<file path="src/rtl/daisy_pkg.sv">
package daisy_pkg;
  typedef enum logic [1:0] {
    ARB_IDLE  = 2'd0,
    ARB_GRANT = 2'd1,
    ARB_COOL  = 2'd2
  } arb_state_t;
endpackage

</file>
<file path="src/rtl/daisy_ctrl.sv">
module daisy_ctrl
  import daisy_pkg::*;
(
  input  logic clk,
  input  logic rst_n,
  input  logic shared_req,
  input  logic any_owner,
  input  logic rel_any,
  output logic chain_gnt
);
  arb_state_t st_q, st_d;

  always_comb begin
    st_d = st_q;
    unique case (st_q)
      ARB_IDLE:  if (shared_req) st_d = ARB_GRANT;
      ARB_GRANT: begin
        if (rel_any) st_d = ARB_COOL;
        else if (!any_owner && !shared_req) st_d = ARB_COOL;
      end
      ARB_COOL:  st_d = ARB_IDLE;
      default:   st_d = ARB_IDLE;
    endcase
  end

  always_ff @(posedge clk) begin
    if (!rst_n) st_q <= ARB_IDLE;
    else        st_q <= st_d;
  end

  assign chain_gnt = (st_q == ARB_GRANT);

  // a sampled release pulls the grant down at the next edge
  assert_drop_on_release_R8: assert property (@(posedge clk) disable iff (!rst_n)
    rel_any |=> !chain_gnt);
  // the grant cannot come back in the cycle right after it was released
  assert_gap_R8: assert property (@(posedge clk) disable iff (!rst_n)
    $fell(chain_gnt) |=> !chain_gnt);
  // the bus is never owned without the chain grant
  assert_owned_granted_R10: assert property (@(posedge clk) disable iff (!rst_n)
    any_owner |-> chain_gnt);
endmodule

</file>
<file path="src/rtl/daisy_cell.sv">
module daisy_cell (
  input  logic clk,
  input  logic rst_n,
  input  logic gnt_in,
  input  logic req,
  input  logic rel,
  input  logic bus_busy,
  output logic gnt_out,
  output logic own,
  output logic rel_hit
);
  logic own_q;

  assign rel_hit = own_q & rel;
  assign gnt_out = gnt_in & ~req;
  assign own     = own_q;

  always_ff @(posedge clk) begin
    if (!rst_n)                          own_q <= 1'b0;
    else if (rel_hit)                    own_q <= 1'b0;
    else if (gnt_in && req && !bus_busy) own_q <= 1'b1;
  end

  // ownership is only taken with the grant present and a request
  assert_capture_R4: assert property (@(posedge clk) disable iff (!rst_n)
    $rose(own_q) |-> $past(gnt_in && req));
  // without its release the owner keeps the bus
  assert_hold_R6: assert property (@(posedge clk) disable iff (!rst_n)
    (own_q && !rel) |=> own_q);
  // a release at a non-owner leaves it without ownership unless it captures
  assert_stray_rel_R7: assert property (@(posedge clk) disable iff (!rst_n)
    (!own_q && rel && !gnt_in) |=> !own_q);
endmodule

</file>
<file path="src/rtl/daisy_arbiter.sv">
module daisy_arbiter #(
  parameter int N_DEV = 4
) (
  input  logic             clk,
  input  logic             rst_n,
  input  logic [N_DEV-1:0] dev_req,
  input  logic [N_DEV-1:0] dev_rel,
  output logic [N_DEV-1:0] dev_own,
  output logic             shared_req,
  output logic             chain_gnt
);
  localparam int CHAIN_LEN = N_DEV + 1;

  logic [CHAIN_LEN-1:0] gnt_chain;
  logic [N_DEV-1:0]     own_vec;
  logic [N_DEV-1:0]     hit_vec;
  logic                 bus_busy;
  logic                 rel_any;

  assign shared_req = |dev_req;
  assign bus_busy   = |own_vec;
  assign rel_any    = |hit_vec;
  assign gnt_chain[0] = chain_gnt;

  daisy_ctrl u_ctrl (
    .clk        (clk),
    .rst_n      (rst_n),
    .shared_req (shared_req),
    .any_owner  (bus_busy),
    .rel_any    (rel_any),
    .chain_gnt  (chain_gnt)
  );

  for (genvar g = 0; g < N_DEV; g++) begin : g_cell
    daisy_cell u_cell (
      .clk      (clk),
      .rst_n    (rst_n),
      .gnt_in   (gnt_chain[g]),
      .req      (dev_req[g]),
      .rel      (dev_rel[g]),
      .bus_busy (bus_busy),
      .gnt_out  (gnt_chain[g+1]),
      .own      (own_vec[g]),
      .rel_hit  (hit_vec[g])
    );
  end

  assign dev_own = own_vec;

  // ownership is exclusive
  assert_single_owner_R5: assert property (@(posedge clk) disable iff (!rst_n)
    $onehot0(own_vec));
  // a grant that finds no requester and no owner is withdrawn
  assert_withdraw_R9: assert property (@(posedge clk) disable iff (!rst_n)
    (chain_gnt && !shared_req && !bus_busy) |=> !chain_gnt);
endmodule

</file>
<file path="config.mk">
export PLATFORM = sky130hd
export DESIGN_NAME = daisy_arbiter
export DESIGN_NICKNAME = d
export VERILOG_FILES = /design/src/rtl/daisy_pkg.sv /design/src/rtl/daisy_ctrl.sv /design/src/rtl/daisy_cell.sv /design/src/rtl/daisy_arbiter.sv
export SDC_FILE = /design/constraint.sdc
export NUM_CORES = 1
export LEC_CHECK = 0
export ABC_AREA = 1
export BUFFER_PORTS_ARGS = -buffer_cell sky130_fd_sc_hd__buf_2
export CORE_AREA = 3 3 40 42
export DETAILED_ROUTE_END_ITERATION = 6
export DIE_AREA = 0 0 43 45
export HOLD_SLACK_MARGIN = 0.12
export PLACE_DENSITY = 0.63
export SLEW_MARGIN = 20
export SYNTH_ARGS = -nofsm -noshare
export SYNTH_HDL_FRONTEND = slang
export SYNTH_SLANG_ARGS = --single-unit
</file>
<file path="constraint.sdc">
create_clock -name clk -period 0.9 [get_ports clk]
set_clock_uncertainty 0.1 [all_clocks]
set_input_delay 0 -clock clk [delete_from_list [all_inputs] [get_ports clk]]
set_output_delay 0 -clock clk [all_outputs]
set_load 0.03 [all_outputs]
</file>
# After elaboration in Yosys (flattened, before gate mapping)
# Cells that the tools add are included.
totals:
  reg_bits: 6
  inputBits: 10
  out_inout_bits: 6
  wordCells: 43
op_classes:
  n_eq_ne: 3
  muxes: 4
  bitwise: 11
  reduce_logical: 20
ops:
  columns: ["operator", "n"]
  rows:
  - ["4-bit OR reduction", 3]
  - ["1-bit logical AND", 9]
  - ["2-bit OR reduction", 4]
  - ["1-bit AND", 7]
  - ["2-bit 2-to-1 mux", 3]
  - ["1-bit inverter", 4]
  - ["2-bit case mux with 2 select lines", 1]
  - ["3-bit != test, second input constant", 1]
  - ["2-bit by 1-bit equality test with 1-bit output, second input constant", 1]
  - ["1-bit logical NOT", 2]
  - ["2-bit logical NOT", 1]
  - ["2-bit by 1-bit != test with 1-bit output, second input constant", 1]
  - ["2-bit AND reduction", 1]

# Longest topological paths before layout
logic_depth:
  word_depth: 6
  mapped_depth: 6

# Modules after synthesis
# Synthesis repeated with hierarchy kept, for this count alone.
unflattened:
  cells_unflattened: 64
  hier_area_um2: 381.6
modules_own_cells:
  columns: ["module", "instances", "cells_per_inst", "area_per_inst_um2", "seq_area_each_um2"]
  rows:
  - ["daisy_cell", 4, 10, 60.1, 20.0]
  - ["daisy_ctrl", 1, 15, 107.6, 40.0]
  - ["daisy_arbiter", 1, 9, 33.8, 0.0]

# Least setup slack after synthesis
# OpenSTA, ideal clock, no wires.
synth_timing:
  path_kind: "reg2reg"
  startpoint: "reg u_ctrl.st_q[0]"
  endpoint: "reg u_ctrl.st_q[0]"
  setup_time_ps: 66
  arrival_ps: 944
  required_time_ps: 734
  slack_ps: -210
  stages_incl_launch_ff: 7
  n_path_buf: 0
  synth_period_minus_slack_ps: 1110
  path_cell_list: "dfxtp_1 > inv_2 > nor2_4 > nand2_2 > nor2_2 > nand2_1 > a21oi_2"
synth_between:
  elab_chain_cells: 3
synth_lines:
  columns: ["element", "line", "text"]
  rows:
  - ["start: declaration", "daisy_ctrl.sv:11", "arb_state_t st_q, st_d;"]
  - ["start signal: assignment", "daisy_ctrl.sv:28", "else st_q <= st_d;"]
  - ["2-bit by 1-bit equality test with 1-bit output (*)", null, null]
  - ["via chain_gnt", "daisy_arbiter.sv:10", "output logic chain_gnt"]
  - ["3-bit != test (no line)", null, null]
  - ["2-bit AND reduction (no line)", null, null]
# The timed path passes the listed nets; every way through them passes the cells marked *.
# A chain may end at the register's enable or synchronous reset.

# Final worst setup path
layout_timing:
  startpoint: "reg u_ctrl.st_q[0]"
  endpoint: "out chain_gnt"
layout_between:
  elab_chain_cells: 1
layout_lines:
  columns: ["element", "line", "text"]
  rows:
  - ["2-bit by 1-bit equality test with 1-bit output", "daisy_ctrl.sv:31", "assign chain_gnt = (st_q == ARB_GRANT);"]
  - ["end: declaration", "daisy_arbiter.sv:10", null]
# Every way passes these cells.

==> results.yml <==
floorplanning:
  fp.dieH_um: 45
  initial_core_util_pct: 28.92
  rows: 13
  die-area_um2: 1935
  die-width_um: 43
  core-area_um2: 1285
  ioPinCount: 16
clock_network:
  cts_tree: "yes"
  clock-sinks: 6
  clk_pin_slew_worst_paths_ns: 0.04
  clock_path_buffers: 2
  clk_latency_ns: 0.24
  numCtsBuffers: 3
  htree_num_levels: 1
  cts_root_buf: "clkbuf_4"
logic_synthesis:
  yosysTopAreaCellShare_pct: 32.32
  synthCells: 59
  syn_area_per_cell_um2: 6.298
  yosys.area.top_type: "dfxtp_1"
  yosysUniqueCellTypes: 14
  yosysMostFrequentCell: "nand2_1"
  post_synth_main_area_contributors: "dfxtp_1 32%, nand2_1 17%, inv_1 9.1%"
  synth_seq_area_share_pct: 32.32
  ys.warnings.count: 0
  syn_nets: 69
  synth_edf_count: 0
  synth-async-reset-ratio_pct: 0
  synth-seq-cells: 6
  synth_common_cells: "17 x nand2_1, 9 x inv_1, 6 x dfxtp_1"
  ys.flop_type: "dfxtp_1"
  syn_area_um2: 371.6
placed_design:
  dpl_cell_area_um2: 444.2
  dp.final_hpwl_um: 646.6
  port_buffers: 15
  gp_congestion: 0.7576
global_routing:
  grt_max_degree: 7
  antenna_found_initial: 0
  overflow: 0
  grt_pass1_wl_mm: 1.366
  grt_pass1_vias: 334
  grtUsageTotal_pct: 9.842
finish:
  nets: 93
  drive_gt1_share_pct: 65.43
  fin_area_um2: 605.6
  synthToLayoutAreaGrowth_pct: 62.96
  antenna_cells: 0
  fillers: 130
route:
  vias_per_cell: 4.292
  drt-total-wl_um: 974
  drt-initial-drc-count: 5
  wl_per_cell_um: 10.15
  drc_errors: 0
  ant_nets: 0
  drt_first_pass_iters: 2
  vias: 412
sta:
  relSlewSlack_pct: 87.66
  rsz0062_at_grt: "true"
  hold_violations: 4
  fin_crit_sh_pct: 120.0
  tightest_slew_ns: 0.1845
  period_needed_ns: 1.080
  fmax_mhz: 925.5
  slew_violations: 0
  whs_ns: -0.05564
  final.setup.worst_slack_ns: -0.1804
  setup_viol: 7
outcome:
  violations: "negative hold slack, negative setup slack"
  status: "finished with violations"
critical_path:
  arrival_ns: 0.98
  crit_fanout: 3
  timing_worst_setup_path_type: "reg -> out"
  end_kind: "output port"
  ff2ff_path_depth: 5
  worstPathRequired_ns: 0.80
  setup.worst_path.start_class: "flip-flop"
power:
  ir_drop_uv: 646.6
  powerDensity_nw_per_um2: 1499
  power_leakage_uw: 0.0002956
min_path:
  hp-class: "in -> reg"
  hold_depth: 4
flow_run:
  cap_violations: 0
==> cells in the final DEF (no fill, tap or decap) <==
master and count:
nand2_1 12, buf_2 11, buf_4 7, inv_2 6, nand2_2 6, inv_1 5, a21oi_2 5, dfxtp_2 5
nor2_1 4, nor2_4 4, nand3_2 3, clkbuf_4 3, buf_6 3, nand3_1 2, dlygate4sd3_1 2, clkinv_1 1
a21oi_1 1, dfxtp_1 1
==> sequential cells by signal, summed over array words and instances, names as in the netlist <==
name               flops
g_cell.u_cell.own      4
u_ctrl.st_q            2
==> report_power, final <==
part / switching [µW] / total [µW] / internal [µW]
Sequential: 20.3 / 314 / 293
Clock: 90.2 / 241 / 150
Combinational: 192 / 354 / 162
==> critical path, stage by stage (launching register included) <==
cell	delay, ns
dfxtp_2	0.33
inv_2	0.04
nor2_4	0.14
buf_6	0.12
buf_6	0.12
==> path summary, 6_finish.rpt <==
kind,to,start,slack (ns)
setup / recovery,chain_gnt,u_ctrl.st_q[0],-0.18
hold / removal,g_cell[0].u_cell.own,dev_rel[0],-0.06
setup reg to reg,g_cell[2].u_cell.own,u_ctrl.st_q[0],-0.16
hold reg to reg,g_cell[2].u_cell.own,g_cell[2].u_cell.own,0.38
==> layer usage <==
layer | GRT usage (%) | routed length (µm) | vias up
li1 | - | - | 220
met4 | 3.614 | 0 | 0
met2 | 13.77 | 514 | 11
met1 | 12.35 | 395 | 181
met3 | 5.976 | 64 | 0
met5 | 0 | 0 | -
==> stage by stage <==
step	cells	setup WS, ns	setup TNS (ns)	power (µW)	utilization (%)
after floorplan	59	-0.1860	-0.4789	484.0	-
after global placement	86	-0.1351	-0.6398	540.5	34.57
after detailed placement	86	-0.1596	-0.7218	542.5	34.57
after CTS	91	-0.1664	-0.7413	862.8	40.99
after global routing	96	-0.2242	-1.364	971.8	47.13
final	96	-0.1804	-0.9804	907.8	47.13
==> logic make-up after synthesis <==
family	synth area share [%]
AO/OA/AOI/OAI	9.090
AND/OR/NAND/NOR	38.38
buffers and inverters	20.20
flip-flops	32.32
==> cell type report <==
class,count,area [µm²],share of cell area [%]
Clock buffer,3,22.52,3.719
Inverter,12,45.04,7.438
Multi-Input combinational cell,37,231.5,38.22
Sequential cell,6,126.4,20.87
Tap cell,15,18.77,3.099
Timing Repair Buffer,23,161.4,26.65
==> timing repair <==
item | 4_1_cts | 5_1_grt
gates resized for setup | 19 | 12
endpoints found under the setup margin | 7 | 9
pin swaps | 7 | 6
cloned | 0 | 0
buffers inserted | 1 | 4
hold buffers | 1 | 1
endpoints found under the hold margin | 6 | 5
No activity file was read; power rests on OpenSTA's default activity.
